===== config.mk =====
export PLATFORM = sky130hd
export DESIGN_NAME = sar_adc_ctrl
export DESIGN_NICKNAME = d
export VERILOG_FILES = /design/src/rtl/sar_pkg.sv /design/src/rtl/sar_ctl_reg.sv /design/src/rtl/sar_seq.sv /design/src/rtl/sar_code_reg.sv /design/src/rtl/sar_flag.sv /design/src/rtl/sar_adc_ctrl.sv
export SDC_FILE = /design/constraint.sdc
export NUM_CORES = 1
export LEC_CHECK = 0
export BUFFER_PORTS_ARGS = -buffer_cell sky130_fd_sc_hd__buf_2
export CAP_MARGIN = 20
export CORE_MARGIN = 1
export CORE_UTILIZATION = 47
export CTS_BUF_LIST = sky130_fd_sc_hd__clkbuf_8
export DETAILED_ROUTE_END_ITERATION = 16
export GPL_TIMING_DRIVEN = 0
export PLACE_DENSITY_LB_ADDON = 0.05
export SYNTH_ARGS = -nofsm -noshare
export SYNTH_HDL_FRONTEND = slang
export SYNTH_HIERARCHICAL = 1
export SYNTH_SLANG_ARGS = --single-unit

===== constraint.sdc =====
create_clock -name clk -period 1.8 [get_ports clk]
set_input_delay 0.18 -clock clk [delete_from_list [all_inputs] [get_ports clk]]
set_output_delay 0.18 -clock clk [all_outputs]
set_load 0.01 [all_outputs]

===== src/rtl/sar_pkg.sv =====
package sar_pkg;
   typedef enum logic [1:0] {
      PH_IDLE   = 2'd0,
      PH_SETUP  = 2'd1,
      PH_RUN    = 2'd2,
      PH_FINISH = 2'd3
   } sar_phase_e;

   typedef enum logic {
      MODE_CONVERT = 1'b0,
      MODE_COMPARE = 1'b1
   } sar_mode_e;
endpackage


===== src/rtl/sar_ctl_reg.sv =====
module sar_ctl_reg #(
   parameter int SEL_W      = 3,
   parameter int CHAN_COUNT = 6
) (
   input  logic                  clk,
   input  logic                  rst_n,
   input  logic                  we,
   input  logic [SEL_W:0]        wdata,
   output logic [SEL_W:0]        rdata,
   output logic                  mode_cmp,
   output logic [CHAN_COUNT-1:0] ch_sel
);
   logic [SEL_W:0]   ctl_q;
   logic [SEL_W-1:0] sel;

   always_ff @(posedge clk) begin
      if (!rst_n)  ctl_q <= '0;
      else if (we) ctl_q <= wdata;
   end

   assign sel      = ctl_q[SEL_W-1:0];
   assign mode_cmp = (ctl_q[SEL_W] == sar_pkg::MODE_COMPARE);
   assign rdata    = ctl_q;

   for (genvar g = 0; g < CHAN_COUNT; g++) begin : g_dec
      assign ch_sel[g] = (sel == SEL_W'(g));
   end

   a_r1_write: assert property (@(posedge clk) disable iff (!rst_n)
      we |=> rdata == $past(wdata));
   a_r2_onehot: assert property (@(posedge clk) disable iff (!rst_n)
      $onehot0(ch_sel));
endmodule


===== src/rtl/sar_seq.sv =====
module sar_seq #(
   parameter int RES_BITS    = 10,
   parameter int SLOT_CYCLES = 6,
   localparam int IDX_W = $clog2(RES_BITS),
   localparam int SUB_W = (SLOT_CYCLES > 1) ? $clog2(SLOT_CYCLES) : 1
) (
   input  logic             clk,
   input  logic             rst_n,
   input  logic             launch,
   input  logic             ce,
   output logic             busy,
   output logic             setup_stb,
   output logic             sample_stb,
   output logic             done_stb,
   output logic [IDX_W-1:0] bit_idx
);
   import sar_pkg::*;

   sar_phase_e       phase;
   logic [SUB_W-1:0] sub;
   logic             slot_end;
   logic             step;

   assign slot_end = (sub == SUB_W'(SLOT_CYCLES - 1));
   assign step     = ce && !launch;

   always_ff @(posedge clk) begin
      if (!rst_n) begin
         phase   <= PH_IDLE;
         sub     <= '0;
         bit_idx <= '0;
      end else if (launch) begin
         phase   <= PH_SETUP;
         sub     <= '0;
         bit_idx <= IDX_W'(RES_BITS - 1);
      end else if (ce) begin
         case (phase)
            PH_SETUP: begin
               phase   <= PH_RUN;
               sub     <= '0;
               bit_idx <= IDX_W'(RES_BITS - 1);
            end
            PH_RUN: begin
               if (slot_end) begin
                  sub <= '0;
                  if (bit_idx == '0) phase <= PH_FINISH;
                  else               bit_idx <= bit_idx - IDX_W'(1);
               end else begin
                  sub <= sub + SUB_W'(1);
               end
            end
            PH_FINISH: phase <= PH_IDLE;
            default:   phase <= PH_IDLE;
         endcase
      end
   end

   assign busy       = (phase != PH_IDLE);
   assign setup_stb  = step && (phase == PH_SETUP);
   assign sample_stb = step && (phase == PH_RUN) && slot_end;
   assign done_stb   = step && (phase == PH_FINISH);

   a_r7_stall: assert property (@(posedge clk) disable iff (!rst_n)
      (busy && !ce && !launch) |=> busy && $stable(bit_idx) && $stable(sub));
endmodule


===== src/rtl/sar_code_reg.sv =====
module sar_code_reg #(
   parameter int RES_BITS = 10,
   localparam int IDX_W   = $clog2(RES_BITS)
) (
   input  logic                clk,
   input  logic                rst_n,
   input  logic                launch,
   input  logic                setup_stb,
   input  logic                sample_stb,
   input  logic [IDX_W-1:0]    bit_idx,
   input  logic                cmp_hi,
   output logic [RES_BITS-1:0] code
);
   always_ff @(posedge clk) begin
      if (!rst_n) begin
         code <= '0;
      end else if (launch) begin
         code <= '0;
      end else if (setup_stb) begin
         code[RES_BITS-1] <= 1'b1;
      end else if (sample_stb) begin
         if (!cmp_hi) code[bit_idx] <= 1'b0;
         if (bit_idx != '0) code[bit_idx - IDX_W'(1)] <= 1'b1;
      end
   end

   a_r4_clear: assert property (@(posedge clk) disable iff (!rst_n)
      launch |=> code == '0);
   a_r5_keep: assert property (@(posedge clk) disable iff (!rst_n)
      (sample_stb && cmp_hi) |=> code[$past(bit_idx)]);
   a_r5_drop: assert property (@(posedge clk) disable iff (!rst_n)
      (sample_stb && !cmp_hi) |=> !code[$past(bit_idx)]);
   a_r10_hold: assert property (@(posedge clk) disable iff (!rst_n)
      (!launch && !setup_stb && !sample_stb) |=> $stable(code));
endmodule


===== src/rtl/sar_flag.sv =====
module sar_flag (
   input  logic clk,
   input  logic rst_n,
   input  logic done_stb,
   input  logic int_en,
   input  logic irq_ack,
   input  logic poll_req,
   output logic flag,
   output logic irq_req,
   output logic poll_skip
);
   logic clr;

   assign clr = (int_en && irq_ack) || (!int_en && poll_req);

   always_ff @(posedge clk) begin
      if (!rst_n)        flag <= 1'b0;
      else if (done_stb) flag <= 1'b1;
      else if (clr)      flag <= 1'b0;
   end

   assign irq_req   = flag && int_en;
   assign poll_skip = flag && !int_en && poll_req;

   a_r12_set_wins: assert property (@(posedge clk) disable iff (!rst_n)
      done_stb |=> flag);
   a_r8_ack_clears: assert property (@(posedge clk) disable iff (!rst_n)
      (int_en && irq_ack && !done_stb) |=> !flag);
   a_r9_poll_clears: assert property (@(posedge clk) disable iff (!rst_n)
      (!int_en && poll_req && !done_stb) |=> !flag);
endmodule


===== src/rtl/sar_adc_ctrl.sv =====
module sar_adc_ctrl #(
   parameter int RES_BITS         = 10,
   parameter int CONV_CYCLES      = 62,
   parameter int CHAN_COUNT       = 6,
   parameter int SEL_W            = 3,
   parameter bit RESTART_ON_START = 1'b1,
   localparam int SLOT_CYCLES = (CONV_CYCLES - 2) / RES_BITS,
   localparam int IDX_W       = $clog2(RES_BITS),
   localparam int CNT_W       = $clog2(CONV_CYCLES + 1)
) (
   input  logic                  clk,
   input  logic                  rst_n,
   input  logic                  ctl_we,
   input  logic [SEL_W:0]        ctl_wdata,
   output logic [SEL_W:0]        ctl_rdata,
   input  logic                  start,
   input  logic                  ce,
   input  logic                  cmp_hi,
   output logic [RES_BITS-1:0]   dac_code,
   output logic [CHAN_COUNT-1:0] ch_sel,
   output logic                  busy,
   input  logic                  int_en,
   input  logic                  irq_ack,
   input  logic                  poll_req,
   output logic                  done_flag,
   output logic                  irq_req,
   output logic                  poll_skip,
   output logic [RES_BITS-3:0]   rd_hi,
   output logic [3:0]            rd_lo
);
   if ((CONV_CYCLES - 2) % RES_BITS != 0 || SLOT_CYCLES < 1) begin : g_bad_cycles
      $error("CONV_CYCLES-2 must be a positive multiple of RES_BITS");
   end
   if (RES_BITS < 3) begin : g_bad_res
      $error("RES_BITS must be at least 3");
   end
   if (CHAN_COUNT > (1 << SEL_W) || CHAN_COUNT < 1) begin : g_bad_chan
      $error("CHAN_COUNT must fit the channel field");
   end

   logic             mode_cmp;
   logic             launch;
   logic             setup_stb, sample_stb, done_stb;
   logic [IDX_W-1:0] bit_idx;

   sar_ctl_reg #(.SEL_W(SEL_W), .CHAN_COUNT(CHAN_COUNT)) u_ctl (
      .clk(clk), .rst_n(rst_n), .we(ctl_we), .wdata(ctl_wdata),
      .rdata(ctl_rdata), .mode_cmp(mode_cmp), .ch_sel(ch_sel)
   );

   if (RESTART_ON_START) begin : g_restart
      assign launch = start && !mode_cmp;
   end else begin : g_no_restart
      assign launch = start && !mode_cmp && !busy;
   end

   sar_seq #(.RES_BITS(RES_BITS), .SLOT_CYCLES(SLOT_CYCLES)) u_seq (
      .clk(clk), .rst_n(rst_n), .launch(launch), .ce(ce), .busy(busy),
      .setup_stb(setup_stb), .sample_stb(sample_stb), .done_stb(done_stb),
      .bit_idx(bit_idx)
   );

   sar_code_reg #(.RES_BITS(RES_BITS)) u_code (
      .clk(clk), .rst_n(rst_n), .launch(launch), .setup_stb(setup_stb),
      .sample_stb(sample_stb), .bit_idx(bit_idx), .cmp_hi(cmp_hi),
      .code(dac_code)
   );

   sar_flag u_flag (
      .clk(clk), .rst_n(rst_n), .done_stb(done_stb), .int_en(int_en),
      .irq_ack(irq_ack), .poll_req(poll_req), .flag(done_flag),
      .irq_req(irq_req), .poll_skip(poll_skip)
   );

   assign rd_hi = dac_code[RES_BITS-1:2];
   assign rd_lo = {dac_code[1:0], 2'b00};

   // Checker: enabled cycles seen since the last launch.
   logic [CNT_W-1:0] ce_seen;
   always_ff @(posedge clk) begin
      if (!rst_n || launch)            ce_seen <= '0;
      else if (busy && ce && ce_seen != CNT_W'(CONV_CYCLES))
                                       ce_seen <= ce_seen + CNT_W'(1);
   end

   a_r6_duration: assert property (@(posedge clk) disable iff (!rst_n)
      $fell(busy) |-> ce_seen == CNT_W'(CONV_CYCLES));
   a_r6_flag: assert property (@(posedge clk) disable iff (!rst_n)
      $fell(busy) |-> done_flag);
   a_r3_compare_ignores: assert property (@(posedge clk) disable iff (!rst_n)
      (start && mode_cmp && !busy) |=> !busy);
endmodule


== After elaboration in Yosys (flattened, before gate mapping) ==
Cells that the tools add are included.

* Add/sub/neg operators: 2
* Equal/unequal tests: 15
* Reductions and logical operators: 33
* Bitwise operators: 5
* $lt $le $gt $ge: 4
* Muxes and demuxes: 26

{| class="wikitable"
|+ Operator list
! cell !! count
|-
| $mux 10 || 7
|-
| $mux 4 || 4
|-
| $logic_and 1x1->1 || 13
|-
| $and 10x10->10 || 1
|-
| $lt 4x5->1 const B || 2
|-
| $not 10->10 || 1
|-
| $or 10x10->10 || 1
|-
| $reduce_bool 2->1 || 5
|-
| $eq 3x3->1 const B || 3
|-
| $demux 1 s4 || 2
|-
| $ge 4x1->1 const B || 2
|-
| $pmux 4 s2 || 1
|-
| $reduce_and 4->1 || 2
|-
| $mux 1 || 7
|-
| $eq 3x2->1 const B || 2
|-
| $ne 3x1->1 const B || 2
|-
| $pmux 3 s2 || 1
|-
| $reduce_and 3->1 || 2
|-
| $eq 2x2->1 const B || 2
|-
| $logic_not 4->1 || 1
|-
| $mux 2 || 2
|-
| $ne 2x1->1 const B || 2
|-
| $pmux 2 s2 || 1
|-
| $reduce_and 2->1 || 2
|-
| other kinds (14) || 17
|}

* Bits of input ports: 13
* Logic and storage cells: 94
* Bits in registers: 24
* Output and inout bits: 36

== Logic depth before layout (Yosys ltp) ==
Gate-level depths: netlist of the first run.

* Depth after elaboration: 15
* Depth in mapped cells: 6
* Depth with buffers taken out: 6

== Cells and area by module ==
Netlist of the first run, hierarchy kept.

{| class="wikitable"
|+ By module, submodules not included
! module !! times used !! area an instance (µm²) !! sequential area each (µm²) !! cells an instance
|-
| sar_seq || 1 || 608.1 || 180.2 || 67
|-
| sar_code_reg || 1 || 516.7 || 200.2 || 54
|-
| sar_ctl_reg || 1 || 209.0 || 80.1 || 20
|-
| sar_adc_ctrl || 1 || 107.6 || 0.0 || 14
|-
| sar_flag || 1 || 68.8 || 20.0 || 7
|}

== Worst setup path after synthesis of the first run ==
OpenSTA, ideal clock, no wires.

* Path type: register to register
* Start: reg u_seq.phase[0]
* End: reg u_code.code[7]
* Stages on the path, launching flop included: 7
* Setup time: 0.059 ns
* Data required time: 1.741 ns
* Clock period less this slack: 1.650 ns
* Setup slack: 0.150 ns
* Arrival: 1.592 ns
* Buffers on the path: 0
* Cells stage by stage: dfxtp_1 -> inv_1 -> ha_1 -> and4_1 -> or3b_1 -> nor4b_2 -> a31o_1

* Cells in the longest elaborated chain, start to end: 4
* Elaborated cells between the ends (all ways): 7
* Classes of those cells: eq/ne: 2; bitwise: 1; reduce/logical: 4

{| class="wikitable"
|+ Ends and longest elaborated chain
! item !! line !! text
|-
| start, declared || sar_seq.sv:19 || <nowiki>sar_phase_e phase;</nowiki>
|-
| start signal, assigned || sar_seq.sv:29 || <nowiki>phase <= PH_IDLE;</nowiki>
|-
| start signal, assigned || sar_seq.sv:33 || <nowiki>phase <= PH_SETUP;</nowiki>
|-
| start signal, assigned || sar_seq.sv:39 || <nowiki>phase <= PH_RUN;</nowiki>
|-
| $eq 2x2->1 || sar_seq.sv:60 || <nowiki>assign sample_stb = step && (phase == PH_RUN) && slot_end;</nowiki>
|-
| $logic_and 1x1->1 (2 in series) || sar_seq.sv:60 ||
|-
| via sample_stb || sar_adc_ctrl.sv:43 || <nowiki>logic setup_stb, sample_stb, done_stb;</nowiki>
|-
| $reduce_and 2->1 (no source line) || -- ||
|-
| end signal, assigned || sar_code_reg.sv:16 || <nowiki>code <= '0;</nowiki>
|-
| end signal, assigned || sar_code_reg.sv:18 || <nowiki>code <= '0;</nowiki>
|-
| end signal, assigned by index || sar_code_reg.sv:20 || <nowiki>code[RES_BITS-1] <= 1'b1;</nowiki>
|-
| end, declared || sar_code_reg.sv:12 || <nowiki>output logic [RES_BITS-1:0] code</nowiki>
|}

The timed path passes the listed nets, and every way through them passes these cells.
A chain may end at the register's enable or synchronous reset.

== Worst setup path in the final report of the first run ==
Ends and elaborated chain as after synthesis.

==> results of run 1 <==
power groups by stage:
stage                     Clock (mW)  Combinational (mW)  Sequential, mW
after floorplan                    0               0.116           0.577
after global routing           0.337               0.193           0.575
final                          0.303               0.173           0.571
after CTS                      0.318               0.170           0.569
after detailed placement           0               0.168           0.582
after global placement             0               0.164           0.580
per-stage QoR:
step	hold WS, ns	setup slack [ns]
2_1_floorplan	0.297	0.150
3_3_place_gp	0.439	-0.140
3_5_place_dp	0.446	-0.159
4_1_cts	0.170	0.000275
5_1_grt	0.170	0.0235
6_report	0.178	0.106
timing repair:
item,CTS,global route
setup endpoints to repair,10,10
setup buffers,0,2
gates resized for setup,4,7
logic make-up (layout without fill, tap and decap cells):
kind of cell | Yosys count | after routing | share of synthesized area (%)
and+or+nand+nor | 68 | 68 | 30.1
AOI/OAI and AO/OA | 27 | 27 | 16.1
xor gates and xnor gates | 1 | 1 | 0.580
buffers and inverters | 28 | 77 | 11.3
adders and majority gates | 6 | 6 | 4.97
other | 1 | 2 | 0.248
DFF | 24 | 24 | 31.8
muxes | 7 | 7 | 4.97
how the worst max path moves through the flow:
stage / from / to / slack, ns / depth (start not counted)
after global placement: u_seq/phase[0]$_SDFFE_PN0P_ / u_code/code[4]$_SDFFE_PP0P_ / -0.14 / 6
after global routing: u_seq/phase[0]$_SDFFE_PN0P_ / u_code/code[7]$_SDFFE_PP0P_ / 0.02 / 6
after CTS: u_seq/phase[1]$_SDFFE_PP0P_ / u_code/code[1]$_SDFFE_PP0P_ / 0.0003 / 6
after floorplan: u_seq/phase[0]$_SDFFE_PN0P_ / u_code/code[7]$_SDFFE_PP0P_ / 0.15 / 6
final: u_seq/phase[0]$_SDFFE_PN0P_ / u_code/code[7]$_SDFFE_PP0P_ / 0.11 / 6
after detailed placement: u_seq/phase[0]$_SDFFE_PN0P_ / u_code/code[4]$_SDFFE_PP0P_ / -0.16 / 6
metal layers:
metal | track usage [%] | vias up | part of all wire, %
met5 | 0 | - | 0
met4 | 6.46 | 0 | 0.55
met3 | 2.64 | 2 | 3.6
met2 | 36.8 | 30 | 49
met1 | 23.0 | 624 | 47
li1 | - | 679 | -
state kept, by name, indices dropped and copies added (netlist names):
| name | cells |
|---|---|
| u_seq/phase | 2 |
| u_seq/sub | 3 |
| u_code/code | 10 |
| u_flag/flag | 1 |
| u_ctl/rdata | 4 |
| u_seq/bit_idx | 4 |
final cells by class:
type / count / area, µm²
plain buffers: 16 / 125
clock buffers: 3 / 41.3
fillers: 284 / 1180
inverters: 12 / 45.0
multi-input cells: 111 / 890
flip-flops and latches: 24 / 484
well taps: 44 / 55.1
repair buffers: 46 / 235
critical path: stages, from the launching register on:
cell and delay (ns):
dfxtp_1 0.35, inv_1 0.13, ha_4 0.20, and4_4 0.27
or3b_1 0.37, nor4b_2 0.21, a31o_1 0.12
cell usage in the layout, fill, tap and decap left out, types with 2 or more instances in the layout:
cell        n
a21oi_1     2
a311oi_1    3
a31o_1      4
a32o_1      5
and3_1      3
and3b_1     2
and3b_2     3
buf_2      45
buf_4      15
buf_6       2
clkbuf_8    3
conb_1      2
dfxtp_1    21
dfxtp_2     3
ha_1        5
inv_1      11
mux2i_1     6
nand2_1    13
nand2b_1    2
nand3_1     2
nor2_1     11
nor2b_1     7
nor3_1      3
nor3b_1     5
o2111ai_1   2
==> flow_summary_export.csv, run 1 <==
group,metric,value,unit
floorplan,core_area,3050,µm²
hold_path,min_to,"u_seq/bit_idx[2]$_SDFFE_PP0P_",
finish,area.growth.synth_to_final,24.2,%
routing,detail_route.first_pass.iterations,4,
floorplan,row_cnt,20,
global_routing,initial_antenna_violation_count,0,
global_routing,grt_pass1_vias,1238,
floorplan,area_enclosed_by_the_die_boundary,3440,µm²
timing,final_worst_clock_skew,0.00243,ns
worst_setup_path,timing.setup.critical_path_class,"reg2reg",
pwr,p_clk_share,28.9,%
yosys,post_synthesis_cell_type_with_the_largest_combined_area,"dfxtp_1",
cts,htree_num_levels,1,
timing,final.period_utilization,94.1,%
floorplan,die-width,58.7,µm
timing,rsz0062_at_grt,"no",
worst_setup_path,worstPathRequired,2.01,ns
global_routing,global_route.overflow_total,0,
placement,io_buf_count,44,
yosys,synth.yosys.seq_area_share,31.8,%
cts,postCtsHoldBufs,0,
yosys,ys_dominant_reg_cell,"dfxtp_1",
finish,final_cells,256,
routing,routed_via_density,5.21,
routing,drt-wirelength-per-cell,12.2,µm
cts,tritoncts,"done",
yosys,syn_area,1510,µm²
worst_setup_path,regToRegStartpoint,"u_seq/phase[0]$_SDFFE_PN0P_",
worst_setup_path,worst-r2r-cell-count,6,
pwr,cellInternalPower,0.773,mW
yosys,syn_area_per_cell,9.32,µm²
routing,wirelength,3.12,mm
routing,drcViolationCount,0,
pwr,irDropWorstVdd,323,µV
worst_setup_path,worst_flop_to_flop_path_endpoint,"u_code/code[7]$_SDFFE_PP0P_",
floorplan,die_h,58.7,µm
worst_setup_path,timing.critical_path.to_type,"register",
yosys,number_of_flops_mapped_to_enable_cells_by_yosys,0,
yosys,yosys_warnings,6,
floorplan,boundaryPins,49,
placement,place_inst,251,
outcome,run_status,"finished clean",
yosys,synth.lib_cells_used.distinct,51,
timing,fmax,590,MHz
finish,antenna_cells_inserted,0,
finish,layout-drive-gt1-share,42.5,%
worst_setup_path,r2r_slack,0.11,ns
yosys,postSynthRegisterBits,24,
yosys,synth_top_area_share,31.8,%
timing,final.min_clock_period,1.69,ns
timing,setup_violations,0,
pwr,power_density,558,nW/µm²
finish,fin_nets,233,
cts,cts_buffer_depth,2,
finish,final_design_area_no_fill,1880,µm²
timing,final_max_slew_viol_count,0,
cts,cts-root-buf,"clkbuf_8",
timing,finalHoldViolations,0,
pwr,lkg_pwr,0.878,nW
worst_setup_path,cp_max_fo,9,
hold_path,min_path_cells,2,
cts,cts_inserted_buffers,3,
yosys,asyncSetResetFlopFracSynth,0,%
yosys,synth.area.top_cells,"dfxtp_1 32%, buf_4 6.5%, ha_1 5.0%",
global_routing,maximum_number_of_pins_on_one_net_before_global_route_repair,13,
hold_path,beginning_of_the_worst_hold_path,"ce",
routing,initialDrtViolationCount,58,
finish,final_core_util,61.4,%
floorplan,initial_utilization,49.5,%
worst_setup_path,worstPathArrival,1.90,ns
cts,cts_num_sinks,24,
routing,via_count_of_the_routed_design,1335,
pwr,totalPowerFinal,1.05,mW
placement,place.gp.congestion,0.813,
placement,hpwlAfterDp,2.36,mm
global_routing,grt_first_pass_wirelength,5.26,mm
pwr,pwr-share-seq,54.6,%
pwr,power.share.switching,26.1,%
yosys,most_numerous_cell_in_the_yosys_netlist,"dfxtp_1",
global_routing,track_usage,19.7,%
placement,post_dp_cell_area,1790,µm²
timing,tns,0,ns
run,maxCapViolCount,0,
worst_setup_path,crit_path_start_kind,"register",
cts,worstSkewPairLatency,0.26,ns
yosys,synth_top_cells_by_count,"24 x dfxtp_1, 13 x buf_4, 13 x nand2_1",
hold_path,hold_class,"in2reg",
pwr,switching_power,0.273,mW
routing,ant_nets,0,
yosys,syn-instance-count,162,
cts,clock_edge_transition_at_the_registers_on_the_reported_setup_and_hold_paths,0.08,ns
pwr,pwr-share-comb,16.5,%
Power figures use the tool's default switching activity.
==> run 2, diff against run 1 <==
--- a/config.mk
+++ b/config.mk
@@ -9,10 +9,11 @@
 export CAP_MARGIN = 20
 export CORE_MARGIN = 1
 export CORE_UTILIZATION = 47
-export CTS_BUF_LIST = sky130_fd_sc_hd__clkbuf_8
+export CTS_BUF_LIST = sky130_fd_sc_hd__clkbuf_4 sky130_fd_sc_hd__clkbuf_8
 export DETAILED_ROUTE_END_ITERATION = 16
 export GPL_TIMING_DRIVEN = 0
 export PLACE_DENSITY_LB_ADDON = 0.05
+export SKIP_CTS_REPAIR_TIMING = 1
 export SYNTH_ARGS = -nofsm -noshare
 export SYNTH_HDL_FRONTEND = slang
 export SYNTH_HIERARCHICAL = 1
==> run 2 against run 1 <==
Routed wire length is 0.64% lower. Non-clock buffer count stayed put. Sequential cell count stayed put. Sequential power hardly changed. Final area is 0.93% lower. Final cell count stayed put. Total power is 7.3% lower. Register-to-register slack hardly changed. Hold slack worse by 0.056 ns. Highest routed layer unchanged.
==> flow_summary_export.csv, run 2 (synthesis gave the netlist of run 1 again) <==
group,metric,value,unit
outcome,run_status,"finished clean",
pwr,totalPowerFinal,0.969,mW
worst_setup_path,timing.critical_path.buf_inv,1,
run,maxCapViolCount,0,
cts,cts_buffer_depth,2,
routing,ant_nets,0,
routing,initialDrtViolationCount,39,
finish,fin_nets,233,
cts,clock_edge_transition_at_the_registers_on_the_reported_setup_and_hold_paths,0.12,ns
finish,largest_reg_flops,10,
timing,final.min_clock_period,1.71,ns
routing,drt-wirelength-per-cell,12.1,µm
timing,final_worst_clock_skew,0.000697,ns
cts,htree_num_levels,1,
pwr,cellInternalPower,0.701,mW
global_routing,track_usage,19.7,%
pwr,switching_power,0.268,mW
worst_setup_path,path_cells,"inv_1, ha_4, and4_4, or3b_1, nor4b_2, a31o_1",
global_routing,initial_antenna_violation_count,0,
finish,area.growth.synth_to_final,23.0,%
floorplan,core_area,3050,µm²
routing,drcViolationCount,0,
pwr,pwr-share-seq,58.8,%
worst_setup_path,cp_max_fo,9,
floorplan,die-width,58.7,µm
worst_setup_path,timing.critical_path.to_type,"register",
finish,antenna_cells_inserted,0,
timing,finalHoldViolations,0,
routing,via_count_of_the_routed_design,1346,
finish,final_design_area_no_fill,1860,µm²
placement,post_dp_cell_area,1790,µm²
routing,detail_route.first_pass.iterations,4,
timing,final.period_utilization,94.7,%
placement,place.gp.congestion,0.813,
finish,largest_register,"u_code/code",
floorplan,initial_utilization,49.5,%
hold_path,hold_class,"in2reg",
pwr,lkg_pwr,0.870,nW
worst_setup_path,startpoint,"u_seq/phase[0]$_SDFFE_PN0P_",
timing,fmax,587,MHz
pwr,p_clk_share,23.3,%
routing,wirelength,3.10,mm
global_routing,global_route.overflow_total,0,
global_routing,grt_pass1_vias,1231,
timing,final_max_slew_viol_count,0,
placement,hpwlAfterDp,2.36,mm
floorplan,die_h,58.7,µm
floorplan,boundaryPins,49,
finish,layout_common_cells,"45 x buf_2, 22 x dfxtp_1, 15 x buf_4",
pwr,irDropWorstVdd,332,µV
hold_path,beginning_of_the_worst_hold_path,"ce",
cts,worstSkewPairLatency,0.30,ns
global_routing,maximum_number_of_pins_on_one_net_before_global_route_repair,13,
cts,tritoncts,"done",
finish,layout-drive-gt1-share,42.0,%
floorplan,row_cnt,20,
worst_setup_path,timing.setup.critical_path_class,"reg2reg",
finish,final_core_util,60.9,%
worst_setup_path,worstPathArrival,1.97,ns
worst_setup_path,crit_path_max_incr_delay,0.37,ns
global_routing,grt_first_pass_wirelength,5.26,mm
routing,routed_via_density,5.26,
worst_setup_path,crit_path_top_delay_cell,"or3b_1",
worst_setup_path,worstPathRequired,2.06,ns
pwr,power_density,522,nW/µm²
floorplan,area_enclosed_by_the_die_boundary,3440,µm²
finish,most_common_cell_after_layout_fill_and_taps_aside,"buf_2",
worst_setup_path,crit_path_start_kind,"register",
cts,cts-root-buf,"clkbuf_4",
placement,io_buf_count,44,
worst_setup_path,cp_top_family,"simple AND/OR/NAND/NOR gates",
cts,cts_num_sinks,24,
timing,setup_violations,0,
worst_setup_path,regToRegStartpoint,"u_seq/phase[0]$_SDFFE_PN0P_",
pwr,pwr-share-comb,17.9,%
cts,cts_inserted_buffers,3,
pwr,power.share.switching,27.6,%
## run 2: changes by cell type in the layout (fill, tap and decap cells not counted)
cell / delta
dfxtp_4: +1
dfxtp_1: +1
clkbuf_8: -3
dfxtp_2: -2
clkbuf_4: +3
## run 2: metrics by stage
step / setup WS, ns / instances / setup TNS, ns / hold WS, ns
final: 0.0950 / 256 / 0 / 0.122
after global routing: -0.00773 / 256 / -0.00773 / 0.107
after CTS: -0.182 / 254 / -0.782 / 0.103
after detailed placement: -0.159 / 251 / -0.565 / 0.446
after global placement: -0.140 / 251 / -0.390 / 0.439
after floorplan: 0.150 / 163 / 0 / 0.297
## run 2: final cells by class
cell class / count / area [µm²]
timing repair buffer: 46 / 235
tap: 44 / 55.1
clock buffer: 3 / 22.5
fill: 292 / 1190
sequential: 24 / 485
buffer: 16 / 125
multi-input combinational: 111 / 890
inverter: 12 / 45.0
## run 2: power by group through the flow
stage / logic (mW) / registers (mW) / clock network, mW
2_1_floorplan: 0.116 / 0.577 / 0
3_3_place_gp: 0.164 / 0.580 / 0
3_5_place_dp: 0.168 / 0.582 / 0
4_1_cts: 0.169 / 0.570 / 0.240
5_1_grt: 0.193 / 0.574 / 0.257
6_report: 0.173 / 0.570 / 0.226
## run 2: final timing paths
| kind | slack (ns) | cells after the start | end |
|---|---|---|---|
| hold / removal | 0.12 | 2 | u_seq/bit_idx[2]$_SDFFE_PP0P_ |
| hold reg to reg | 0.49 | 2 | u_flag/flag$_SDFFE_PN0P_ |
| setup reg to reg | 0.09 | 6 | u_code/code[7]$_SDFFE_PP0P_ |
| setup / recovery | 0.09 | 6 | u_code/code[7]$_SDFFE_PP0P_ |
## run 2: routing by layer
metal / vias up / track usage [%] / part of all wire (%)
met1: 631 / 23.0 / 46
met5: - / 0 / 0
met2: 31 / 36.5 / 49
li1: 679 / - / -
met4: 0 / 8.16 / 1.6
met3: 5 / 1.98 / 3.7
==> run 3, diff against run 2 <==
--- a/config.mk
+++ b/config.mk
@@ -8,7 +8,7 @@
 export BUFFER_PORTS_ARGS = -buffer_cell sky130_fd_sc_hd__buf_2
 export CAP_MARGIN = 20
 export CORE_MARGIN = 1
-export CORE_UTILIZATION = 47
+export CORE_UTILIZATION = 48
 export CTS_BUF_LIST = sky130_fd_sc_hd__clkbuf_4 sky130_fd_sc_hd__clkbuf_8
 export DETAILED_ROUTE_END_ITERATION = 16
 export GPL_TIMING_DRIVEN = 0
@@ -16,5 +16,4 @@
 export SKIP_CTS_REPAIR_TIMING = 1
 export SYNTH_ARGS = -nofsm -noshare
 export SYNTH_HDL_FRONTEND = slang
-export SYNTH_HIERARCHICAL = 1
 export SYNTH_SLANG_ARGS = --single-unit
==> run 3 against run 2 <==
Core utilization is 6.4 points higher. Hold slack worse by 0.023 ns. Count of clock-buffer cells in the layout unchanged. Routed wire length increased by 24%. Largest power group unchanged.
==> flow_summary_export.csv, run 3 <==
group,metric,value,unit
pwr,p_clk_share,34.6,%
global_routing,grt_pass1_vias,1293,
timing,final.hold.worst_slack,0.0987,ns
timing,final.min_clock_period,1.80,ns
yosys,synth_fa_ha_area_share,7.17,%
pwr,pwr-share-seq,47.3,%
worst_setup_path,cp_max_fo,6,
worst_setup_path,worstPathArrival,2.09,ns
timing,fmax,556,MHz
yosys,xor_xnor_cell_area_share_of_the_yosys_netlist,0.558,%
yosys,synth_top_family_by_area,"simple AND/OR/NAND/NOR gates",
pwr,lkg_pwr,0.990,nW
finish,layout-drive-gt1-share,42.4,%
global_routing,grt_first_pass_wirelength,5.80,mm
cts,cts-root-buf,"clkbuf_4",
yosys,synth-compound-area-share,16.4,%
cts,htree_num_levels,1,
yosys,number_of_flops_mapped_to_enable_cells_by_yosys,0,
placement,io_buf_count,44,
placement,pre_cts_ws,-0.230,ns
yosys,ys_dominant_reg_cell,"dfxtp_1",
timing,final_worst_clock_skew,0.0186,ns
floorplan,die-width,59.2,µm
yosys,asyncSetResetFlopFracSynth,0,%
worst_setup_path,timing.setup.critical_path_class,"reg2reg",
timing,finalWorstSetupSlack,0.00197,ns
cts,cts_buffer_depth,2,
floorplan,die_h,59.2,µm
outcome,run_status,"finished clean",
finish,n_fill_cell,264,
routing,initialDrtViolationCount,77,
routing,drcViolationCount,0,
worst_setup_path,timing.critical_path.to_type,"register",
global_routing,track_usage,21.8,%
cts,tritoncts,"done",
yosys,synth_top_area_share,30.6,%
routing,routed_via_density,5.52,
pwr,power.share.switching,27.5,%
timing,rsz0062_at_grt,"yes",
yosys,post_synthesis_cell_type_with_the_largest_combined_area,"dfxtp_1",
yosys,postSynthRegisterBits,24,
run,maxCapViolCount,0,
cts,clock_edge_transition_at_the_registers_on_the_reported_setup_and_hold_paths,0.16,ns
routing,ant_nets,0,
placement,place.gp.congestion,0.895,
timing,slew-limit-headroom,54.0,%
routing,via_count_of_the_routed_design,1546,
routing,detail_route.first_pass.iterations,4,
finish,final_cells,280,
cts,cts_inserted_buffers,3,
timing,final_max_slew_viol_count,0,
yosys,synth_top_cells_by_count,"24 x dfxtp_1, 13 x buf_4, 13 x nand2_1",
timing,final.period_utilization,99.9,%
yosys,synth.area.top_cells,"dfxtp_1 31%, ha_1 7.2%, buf_4 6.2%",
finish,final_design_area_no_fill,2070,µm²
timing,setup_violations,0,
worst_setup_path,worstPathRequired,2.09,ns
yosys,fraction_of_the_mapped_netlist_area_in_simple_logic_gates,30.2,%
floorplan,row_cnt,20,
cts,cts_num_sinks,24,
floorplan,initial_utilization,51.0,%
yosys,syn-instance-count,182,
placement,place_inst,271,
yosys,yosys_warnings,0,
finish,final_core_util,67.3,%
pwr,power_density,575,nW/µm²
placement,hpwlAfterDp,2.75,mm
floorplan,boundaryPins,49,
yosys,synth.lib_cells_used.distinct,51,
routing,wirelength,3.85,mm
finish,layout_common_cells,"46 x buf_2, 18 x dfxtp_1, 17 x buf_4",
finish,area.growth.synth_to_final,31.9,%
pwr,cellInternalPower,0.862,mW
routing,drt-wirelength-per-cell,13.7,µm
placement,post_dp_cell_area,1860,µm²
worst_setup_path,crit_path_start_kind,"register",
finish,largest_reg_flops,10,
global_routing,initial_antenna_violation_count,0,
floorplan,area_enclosed_by_the_die_boundary,3500,µm²
timing,finalHoldViolations,0,
yosys,synth.area.mux_share,3.82,%
yosys,syn_area,1570,µm²
pwr,irDropWorstVdd,382,µV
timing,tns,0,ns
pwr,switching_power,0.328,mW
finish,fin_nets,259,
yosys,synth.yosys.seq_area_share,30.6,%
finish,antenna_cells_inserted,0,
floorplan,core_area,3080,µm²
yosys,most_numerous_cell_in_the_yosys_netlist,"dfxtp_1",
hold_path,hold_class,"in2reg",
cts,worstSkewPairLatency,0.34,ns
global_routing,global_route.overflow_total,0,
global_routing,maximum_number_of_pins_on_one_net_before_global_route_repair,15,
yosys,syn_area_per_cell,8.63,µm²
pwr,totalPowerFinal,1.19,mW
pwr,pwr-share-comb,18.1,%
finish,most_common_cell_after_layout_fill_and_taps_aside,"buf_2",
finish,largest_register,"u_code.code",
timing,tightest_slew,0.689,ns
==> run 3: power groups by stage <==
| stage | registers (mW) | logic, mW | clock network, mW |
|---|---|---|---|
| finish | 0.563 | 0.216 | 0.411 |
| global route | 0.566 | 0.238 | 0.430 |
| CTS | 0.562 | 0.194 | 0.405 |
| detailed placement | 0.574 | 0.193 | 0 |
| global placement | 0.572 | 0.191 | 0 |
| floorplan | 0.572 | 0.135 | 0 |
==> run 3: final timing paths <==
| kind | start | end | cells after the start | slack (ns) |
|---|---|---|---|---|
| worst min register to register | u_code.code[3]$_SDFFE_PP0P_ | u_code.code[3]$_SDFFE_PP0P_ | 2 | 0.49 |
| worst min-delay path | ctl_wdata[0] | u_ctl.rdata[0]$_SDFFE_PN0P_ | 3 | 0.1 |
| worst max-delay path | u_seq.phase[0]$_SDFFE_PN0P_ | u_code.code[7]$_SDFFE_PP0P_ | 7 | 0.002 |
| worst max register to register | u_seq.phase[0]$_SDFFE_PN0P_ | u_code.code[7]$_SDFFE_PP0P_ | 7 | 0.002 |
==> run 3: final cells by class <==
| class | count | area, µm² | area share (%) |
|---|---|---|---|
| Multi-Input combinational cell | 131 | 1030 | 49.7 |
| Sequential cell | 24 | 493 | 23.8 |
| Timing Repair Buffer | 49 | 262 | 12.6 |
| Buffer | 21 | 153 | 7.37 |
| Tap cell | 44 | 55.1 | 2.66 |
| Clock inverter | 1 | 30.0 | 1.45 |
| Inverter | 7 | 26.3 | 1.27 |
| Clock buffer | 3 | 22.5 | 1.09 |
==> run 3: worst max-delay path, stage by stage (launching register included) <==
cell and delay [ns]:
dfxtp_4 0.39, inv_2 0.09, ha_4 0.16, nand2_4 0.08
or4_4 0.43, buf_6 0.15, or3_4 0.36, a21oi_2 0.11
==> run 3: cell families (layout without fill, tap and decap cells) <==
group	count (synthesis)	count (layout)
adder cells (fa/ha/maj)	9	9
AND/OR/NAND/NOR	77	77
AO/OA/AOI/OAI	36	36
buffers and inverters	28	81
other	1	2
flip-flops	24	24
XOR/XNOR	1	1
multiplexers	6	6
==> run 3: layer usage <==
layer | up-vias | track usage (%) | wire length (µm)
li1 | 761 | - | -
met1 | 714 | 28.1 | 1640
met2 | 64 | 36.8 | 1870
met3 | 7 | 2.18 | 255
met4 | 0 | 9.18 | 76
met5 | - | 0 | 0
